**src/rtl/gc_pkg.sv**
```systemverilog
package gc_pkg;
  typedef enum logic [2:0] {
    GC_IDLE,
    GC_ADDR,
    GC_CMD,
    GC_HWDATA,
    GC_SKIP
  } gc_state_e;

  typedef struct packed {
    logic ack;
    logic hw;
    logic do_rst;
    logic do_load;
  } gc_cls_t;
endpackage

```
**src/rtl/gc_cmd_classify.sv**
```systemverilog
module gc_cmd_classify
  import gc_pkg::*;
#(
  parameter int          BYTE_W   = 8,
  parameter logic [7:0]  CMD_RST  = 8'h06,
  parameter logic [7:0]  CMD_LOAD = 8'h04
) (
  input  logic [BYTE_W-1:0] byte_i,
  output gc_cls_t           cls_o
);
  logic is_rst, is_load;
  assign is_rst  = (byte_i == CMD_RST);
  assign is_load = (byte_i == CMD_LOAD);

  always_comb begin
    cls_o.hw      = byte_i[0];
    cls_o.do_rst  = is_rst;
    cls_o.do_load = is_rst | is_load;
    // zero and other even codes fall through unacknowledged
    cls_o.ack     = byte_i[0] | is_rst | is_load;
  end
endmodule

```
**src/rtl/gc_action_seq.sv**
```systemverilog
module gc_action_seq (
  input  logic clk_i,
  input  logic rst_ni,
  input  logic arm_i,
  input  logic arm_rst_i,
  input  logic arm_load_i,
  input  logic fire_i,
  input  logic abort_i,
  output logic dev_rst_o,
  output logic addr_load_o
);
  logic pend_rst_q, pend_load_q, load_next_q;

  always_ff @(posedge clk_i or negedge rst_ni) begin
    if (!rst_ni) begin
      pend_rst_q  <= 1'b0;
      pend_load_q <= 1'b0;
      load_next_q <= 1'b0;
      dev_rst_o   <= 1'b0;
      addr_load_o <= 1'b0;
    end else begin
      dev_rst_o   <= 1'b0;
      addr_load_o <= load_next_q;
      load_next_q <= 1'b0;
      if (abort_i) begin
        pend_rst_q  <= 1'b0;
        pend_load_q <= 1'b0;
      end else if (arm_i) begin
        pend_rst_q  <= arm_rst_i;
        pend_load_q <= arm_load_i;
      end else if (fire_i) begin
        pend_rst_q  <= 1'b0;
        pend_load_q <= 1'b0;
        if (pend_rst_q) begin
          // reset first, address load one cycle later
          dev_rst_o   <= 1'b1;
          load_next_q <= pend_load_q;
        end else begin
          addr_load_o <= pend_load_q;
        end
      end
    end
  end
endmodule

```
**src/rtl/gc_ack_ctrl.sv**
```systemverilog
module gc_ack_ctrl (
  input  logic clk_i,
  input  logic rst_ni,
  input  logic set_i,
  input  logic clr_i,
  output logic ack_o
);
  always_ff @(posedge clk_i or negedge rst_ni) begin
    if (!rst_ni)     ack_o <= 1'b0;
    else if (clr_i)  ack_o <= 1'b0;
    else if (set_i)  ack_o <= 1'b1;
  end
endmodule

```
**src/rtl/gc_decoder.sv**
```systemverilog
module gc_decoder
  import gc_pkg::*;
#(
  parameter int         BYTE_W   = 8,
  parameter logic [7:0] CMD_RST  = 8'h06,
  parameter logic [7:0] CMD_LOAD = 8'h04,
  localparam int        HADDR_W  = BYTE_W - 1
) (
  input  logic               clk_i,
  input  logic               rst_ni,
  input  logic               gc_en_i,
  input  logic               start_i,
  input  logic               stop_i,
  input  logic               byte_valid_i,
  input  logic [BYTE_W-1:0]  byte_i,
  input  logic               ack_done_i,
  output logic               ack_o,
  output logic               dev_rst_o,
  output logic               addr_load_o,
  output logic               hw_addr_valid_o,
  output logic [HADDR_W-1:0] hw_addr_o,
  output logic               hw_data_valid_o,
  output logic [BYTE_W-1:0]  hw_data_o
);
  gc_state_e state_q;
  gc_cls_t   cls;
  logic      evt, byte_ev, is_gc_addr, in_cmd, in_hw, ack_set;

  gc_cmd_classify #(
    .BYTE_W  (BYTE_W),
    .CMD_RST (CMD_RST),
    .CMD_LOAD(CMD_LOAD)
  ) u_cls (
    .byte_i(byte_i),
    .cls_o (cls)
  );

  assign evt        = start_i | stop_i;
  assign byte_ev    = byte_valid_i & ~evt;
  assign is_gc_addr = (byte_i == '0) & gc_en_i;
  assign in_cmd     = byte_ev & (state_q == GC_CMD);
  assign in_hw      = byte_ev & (state_q == GC_HWDATA);
  assign ack_set    = (byte_ev & (state_q == GC_ADDR) & is_gc_addr)
                    | (in_cmd & cls.ack) | in_hw;

  always_ff @(posedge clk_i or negedge rst_ni) begin
    if (!rst_ni) begin
      state_q <= GC_IDLE;
    end else if (stop_i) begin
      state_q <= GC_IDLE;
    end else if (start_i) begin
      state_q <= GC_ADDR;
    end else if (byte_valid_i) begin
      unique case (state_q)
        GC_ADDR:   state_q <= is_gc_addr ? GC_CMD : GC_IDLE;
        GC_CMD:    state_q <= cls.hw ? GC_HWDATA : GC_SKIP;
        default:   state_q <= state_q;
      endcase
    end
  end

  always_ff @(posedge clk_i or negedge rst_ni) begin
    if (!rst_ni) begin
      hw_addr_o       <= '0;
      hw_addr_valid_o <= 1'b0;
      hw_data_o       <= '0;
      hw_data_valid_o <= 1'b0;
    end else begin
      hw_addr_valid_o <= 1'b0;
      hw_data_valid_o <= 1'b0;
      if (in_cmd && cls.hw) begin
        hw_addr_o       <= byte_i[BYTE_W-1:1];
        hw_addr_valid_o <= 1'b1;
      end
      if (in_hw) begin
        hw_data_o       <= byte_i;
        hw_data_valid_o <= 1'b1;
      end
    end
  end

  gc_ack_ctrl u_ack (
    .clk_i (clk_i),
    .rst_ni(rst_ni),
    .set_i (ack_set),
    .clr_i (ack_done_i | evt),
    .ack_o (ack_o)
  );

  gc_action_seq u_seq (
    .clk_i      (clk_i),
    .rst_ni     (rst_ni),
    .arm_i      (in_cmd & cls.do_load),
    .arm_rst_i  (cls.do_rst),
    .arm_load_i (cls.do_load),
    .fire_i     (ack_done_i),
    .abort_i    (evt),
    .dev_rst_o  (dev_rst_o),
    .addr_load_o(addr_load_o)
  );
endmodule

```
**config.mk**
```make
export PLATFORM = sky130hd
export DESIGN_NAME = gc_decoder
export DESIGN_NICKNAME = d
export VERILOG_FILES = /design/src/rtl/gc_pkg.sv /design/src/rtl/gc_cmd_classify.sv /design/src/rtl/gc_action_seq.sv /design/src/rtl/gc_ack_ctrl.sv /design/src/rtl/gc_decoder.sv
export SDC_FILE = /design/constraint.sdc
export NUM_CORES = 1
export LEC_CHECK = 0
export CAP_MARGIN = 0
export CORE_UTILIZATION = 52
export CTS_BUF_LIST = sky130_fd_sc_hd__clkbuf_8
export CTS_CLUSTER_DIAMETER = 40
export DETAILED_ROUTE_END_ITERATION = 16
export GPL_TIMING_DRIVEN = 0
export PLACE_DENSITY = 0.84
export SETUP_SLACK_MARGIN = 0.15
export SLEW_MARGIN = 15
export SYNTH_ARGS = -nofsm -noshare
export SYNTH_HDL_FRONTEND = slang
export SYNTH_HIERARCHICAL = 1
export SYNTH_SLANG_ARGS = --single-unit
```
**constraint.sdc**
```tcl
create_clock -name clk_i -period 3.6 [get_ports clk_i]
set_input_delay 0.72 -clock clk_i [delete_from_list [all_inputs] [get_ports clk_i]]
set_output_delay 0.72 -clock clk_i [all_outputs]
set_load 0.05 [all_outputs]
```
# Yosys cells after proc, flatten, opt, wreduce, memory -nomap -nowiden

Index checks and enable logic that the tools add are counted.

Equal/unequal tests: 5
Bitwise logic cells: 16
Reductions and logical operators: 7
Mux-type cells: 27

Operators with widths:

| cell               | count |
|---|---|
| $mux 1             | 21 |
| $eq 8x3->1 const B | 2 |
| $mux 3             | 4 |
| $and 1x1->1        | 8 |
| $logic_not 8->1    | 1 |
| $or 1x1->1         | 7 |
| $eq 3x2->1 const B | 2 |
| $pmux 3 s2         | 1 |
| $reduce_bool 3->1  | 2 |
| $reduce_bool 4->1  | 1 |
| $eq 3x1->1 const B | 1 |
| $mux 2             | 1 |
| $reduce_and 2->1   | 1 |
| $reduce_bool 2->1  | 1 |
| $logic_and 1x1->1  | 1 |
| $not 1->1          | 1 |

Register bits: 26
Word-level logic and storage cells: 66
Output and inout port bits: 20
Input port bits: 15

# Logic depth before layout (Yosys ltp)

Word-level depth: 9
Depth in mapped cells: 5
Mapped depth without buffers: 5

# Modules after synthesis

The synthesis kept the hierarchy.

By module, submodules not included:

| module          | cells each | times used | sequential area each (sq um) | area an instance (sq um) |
|---|---|---|---|---|
| gc_decoder      | 64         | 1          | 500.5                        | 900.9 |
| gc_action_seq   | 15         | 1          | 125.1                        | 205.2 |
| gc_cmd_classify | 7          | 1          | 0.0                          | 60.1 |
| gc_ack_ctrl     | 2          | 1          | 25.0                         | 35.0 |

# Worst setup path before layout

OpenSTA, ideal clock, no wires.

Kind: input port to flip-flop
Start: input port byte_i[5]
End: register u_seq.load_next_q
Path slack: 1.454 ns
Setup time: 0.119 ns
Path buffers: 0
Cell stages on the path: 5
Data arrival time: 2.027 ns
Cells stage by stage: or4_4 > nor3_1 > and2_1 > and4bb_2 > and2_1

RTL lines:

| item                 | RTL line            | text |
|---|---|---|
| start, declared      | gc_decoder.sv:15    | `input logic [BYTE_W-1:0] byte_i,` |
| end signal, assigned | gc_action_seq.sv:37 | `load_next_q <= pend_load_q;` |
| end, declared        | gc_action_seq.sv:12 | `logic pend_rst_q, pend_load_q, load_next_q;` |

==> impl_metrics.ini <==
[timing]
maxSlewViolCount = 0
rsz0062_at_grt = no
tns_ns = 0
worst_slack_ns = 1.11
skew_ns = 0.00306
worst_slew_pin_slew_ns = 0.550
max_slew_margin = 0.633
finalCritPeriodShare = 0.692
min_period_ns = 2.49
hold_viol = 0
clock.fmax_ghz = 0.402
setup_viol = 0

[global_routing]
grt_usage = 0.209
grt_pass1_vias = 842
gr-total-overflow = 0
grt_max_degree = 27
grt_antenna_before_repair = 0
grt_pass1_wl_um = 3920

[logic_synthesis]
synth_cell_type_count = 30
synth_commonest_cells = dfrtp_1 (26), mux2_2 (8), mux2_4 (8), inv_1 (5), nand2_1 (4)
ys_seq_area_frac = 0.542
yosysWarnings = 6
avgSynthCellArea_um2 = 13.6
ys_dominant_reg_cell = dfrtp_1
synth_area_leader_cell = dfrtp_1
synthArstFlopShare = 1.00
syn-num-nets = 103
yosysTopAreaCellShare = 0.542
synth_top_cells_by_area = dfrtp_1 (54%), mux2_4 (10%), mux2_2 (7.5%)
yosysMostFrequentCell = dfrtp_1
synth_edf_count = 0
syn_inst = 88
synth-seq-cells = 26
syn_area_um2 = 1200

[setup_path]
crit_path_frequent_cell = and2_1
path_class = in2reg
critPathRequiredTime_ns = 3.76
critPathMaxStageDelay_ns = 0.58
cp-end-kind = flop
cp_slowest_cell = or4_4
path_max_fanout = 6
cp.arrival_ns = 2.65
crit_chain = clkdlybuf4s50_1, or4_4, nor3_1, and2_1, and4bb_2, and2_1
cp-start-kind = input port

[cts]
clk_pin_slew_ns = 0.09
cts_max_level = 1
cts_sinks = 26
insertion_delay_ns = 0.26
post_cts_buffers = 0
root_buffer = clkbuf_8
clockBufferDepth = 2
numCtsBuffers = 3
cts_hold_buf = 0
tritoncts = done
cts_resized = 0

[place]
port_buffers = 34
place_ws_ns = 0.864
hpwl_um = 1760
routabilityCongestion = 0.845

[die]
ioPinCount = 35
core_um2 = 2190
initial_utilization = 0.548
die-height_um = 50.1
floorplan.die_area_um2 = 2510
die_w_um = 50.1
rows = 17

[routing]
vias = 840
first_pass_iters = 4
wl_um = 2290
viasPerCell = 5.45
drc = 0
drtAntennaViolNets = 0
wl_per_cell_um = 14.9
drtIter0Drc = 14

[pwr]
p_leak_nw = 0.771
powerDensity_nw_per_um2 = 317
ir_drop_mv = 0.214

[cells_and_area]
fillers = 152
drive_gt1_frac = 0.254
area_growth_pct = 35.4
top_regs = hw_data_o x8, hw_addr_o x7, state_q x3
largest_register_ffs = 8
diodes = 0
nets = 142
regMostFlops = hw_data_o

[run]
drv_cap = 0

[outcome]
status = finished clean

[min_path]
hold_path_class = in2async
[cell type report]
| class | count | area (um^2) | share of cell area |
|---|---|---|---|
| flip-flops and latches | 26 | 651 | 0.400 |
| multi-input cells | 54 | 505 | 0.311 |
| repair buffers | 34 | 335 | 0.206 |
| clock buffers | 4 | 55.1 | 0.0338 |
| well taps | 28 | 35.0 | 0.0215 |
| plain buffers | 3 | 26.3 | 0.0162 |
| inverters | 5 | 18.8 | 0.0115 |
[cell usage in the layout (no fill, tap or decap), drive strengths merged, types with 2 or more instances in the layout]
cell           instances
nor4b                  4
nor3b                  2
and2                   2
or3b                   2
nor4                   2
and4bb                 2
or4                    2
clkbuf                 4
clkdlybuf4s50         33
nand2b                 3
nand2                  4
mux2                  16
o21ba                  2
dfrtp                 26
buf                    4
a21oi                  3
inv                    5
[metrics by stage]
stage	hold WS [ns]	total power [mW]	std cells	util	area (um^2)
floorplan	0.424	0.311	88	-	1200
global placement	0.469	0.339	150	0.720	1580
detailed placement	0.478	0.340	150	0.720	1580
CTS	0.497	0.521	154	0.745	1630
global route	0.477	0.536	154	0.742	1630
finish	0.435	0.516	154	0.742	1630
[where the power goes]
part | internal [mW] | switching, mW | leakage [nW]
logic | 0.0203 | 0.0201 | 0.381
registers | 0.293 | 0.00111 | 0.362
clock network | 0.0975 | 0.0847 | 0.0288
[per-layer routing]
metal,up-vias,GRT usage,part of all wire
li1,399,-,-
met1,412,0.277,0.42
met2,27,0.358,0.53
met3,2,0.0216,0.044
met4,0,0.0571,0.0017
met5,-,0,0
[worst paths after layout]
check | startpoint | end | slack, ns | cells after the start
max reg2reg | state_q[2] | u_seq/load_next_q | 1.90 | 5
max | byte_i[5] | u_seq/load_next_q | 1.11 | 6
min in group clk_i | u_seq/load_next_q | u_seq/addr_load_o | 0.49 | 1
max in group asynchronous | rst_ni | u_seq/pend_load_q | 2.80 | 1
min | rst_ni | state_q[1] | 0.44 | 1
min reg2reg | u_seq/load_next_q | u_seq/addr_load_o | 0.49 | 1
[cell families (layout without fill, tap and decap cells)]
logic type | Yosys count | after routing | share of synthesized area
buffers and inverters | 8 | 46 | 0.0375
multiplexers | 16 | 16 | 0.175
flip-flops | 26 | 26 | 0.542
AO/OA/AOI/OAI | 10 | 10 | 0.0604
AND/OR/NAND/NOR | 28 | 28 | 0.185
[worst max-delay path, delay by kind of cell]
family	cells	cell delay, ns
buf+inv	1	0.48
simple gates	5	1.45
Note: power is estimated with default switching activity, not from simulation.
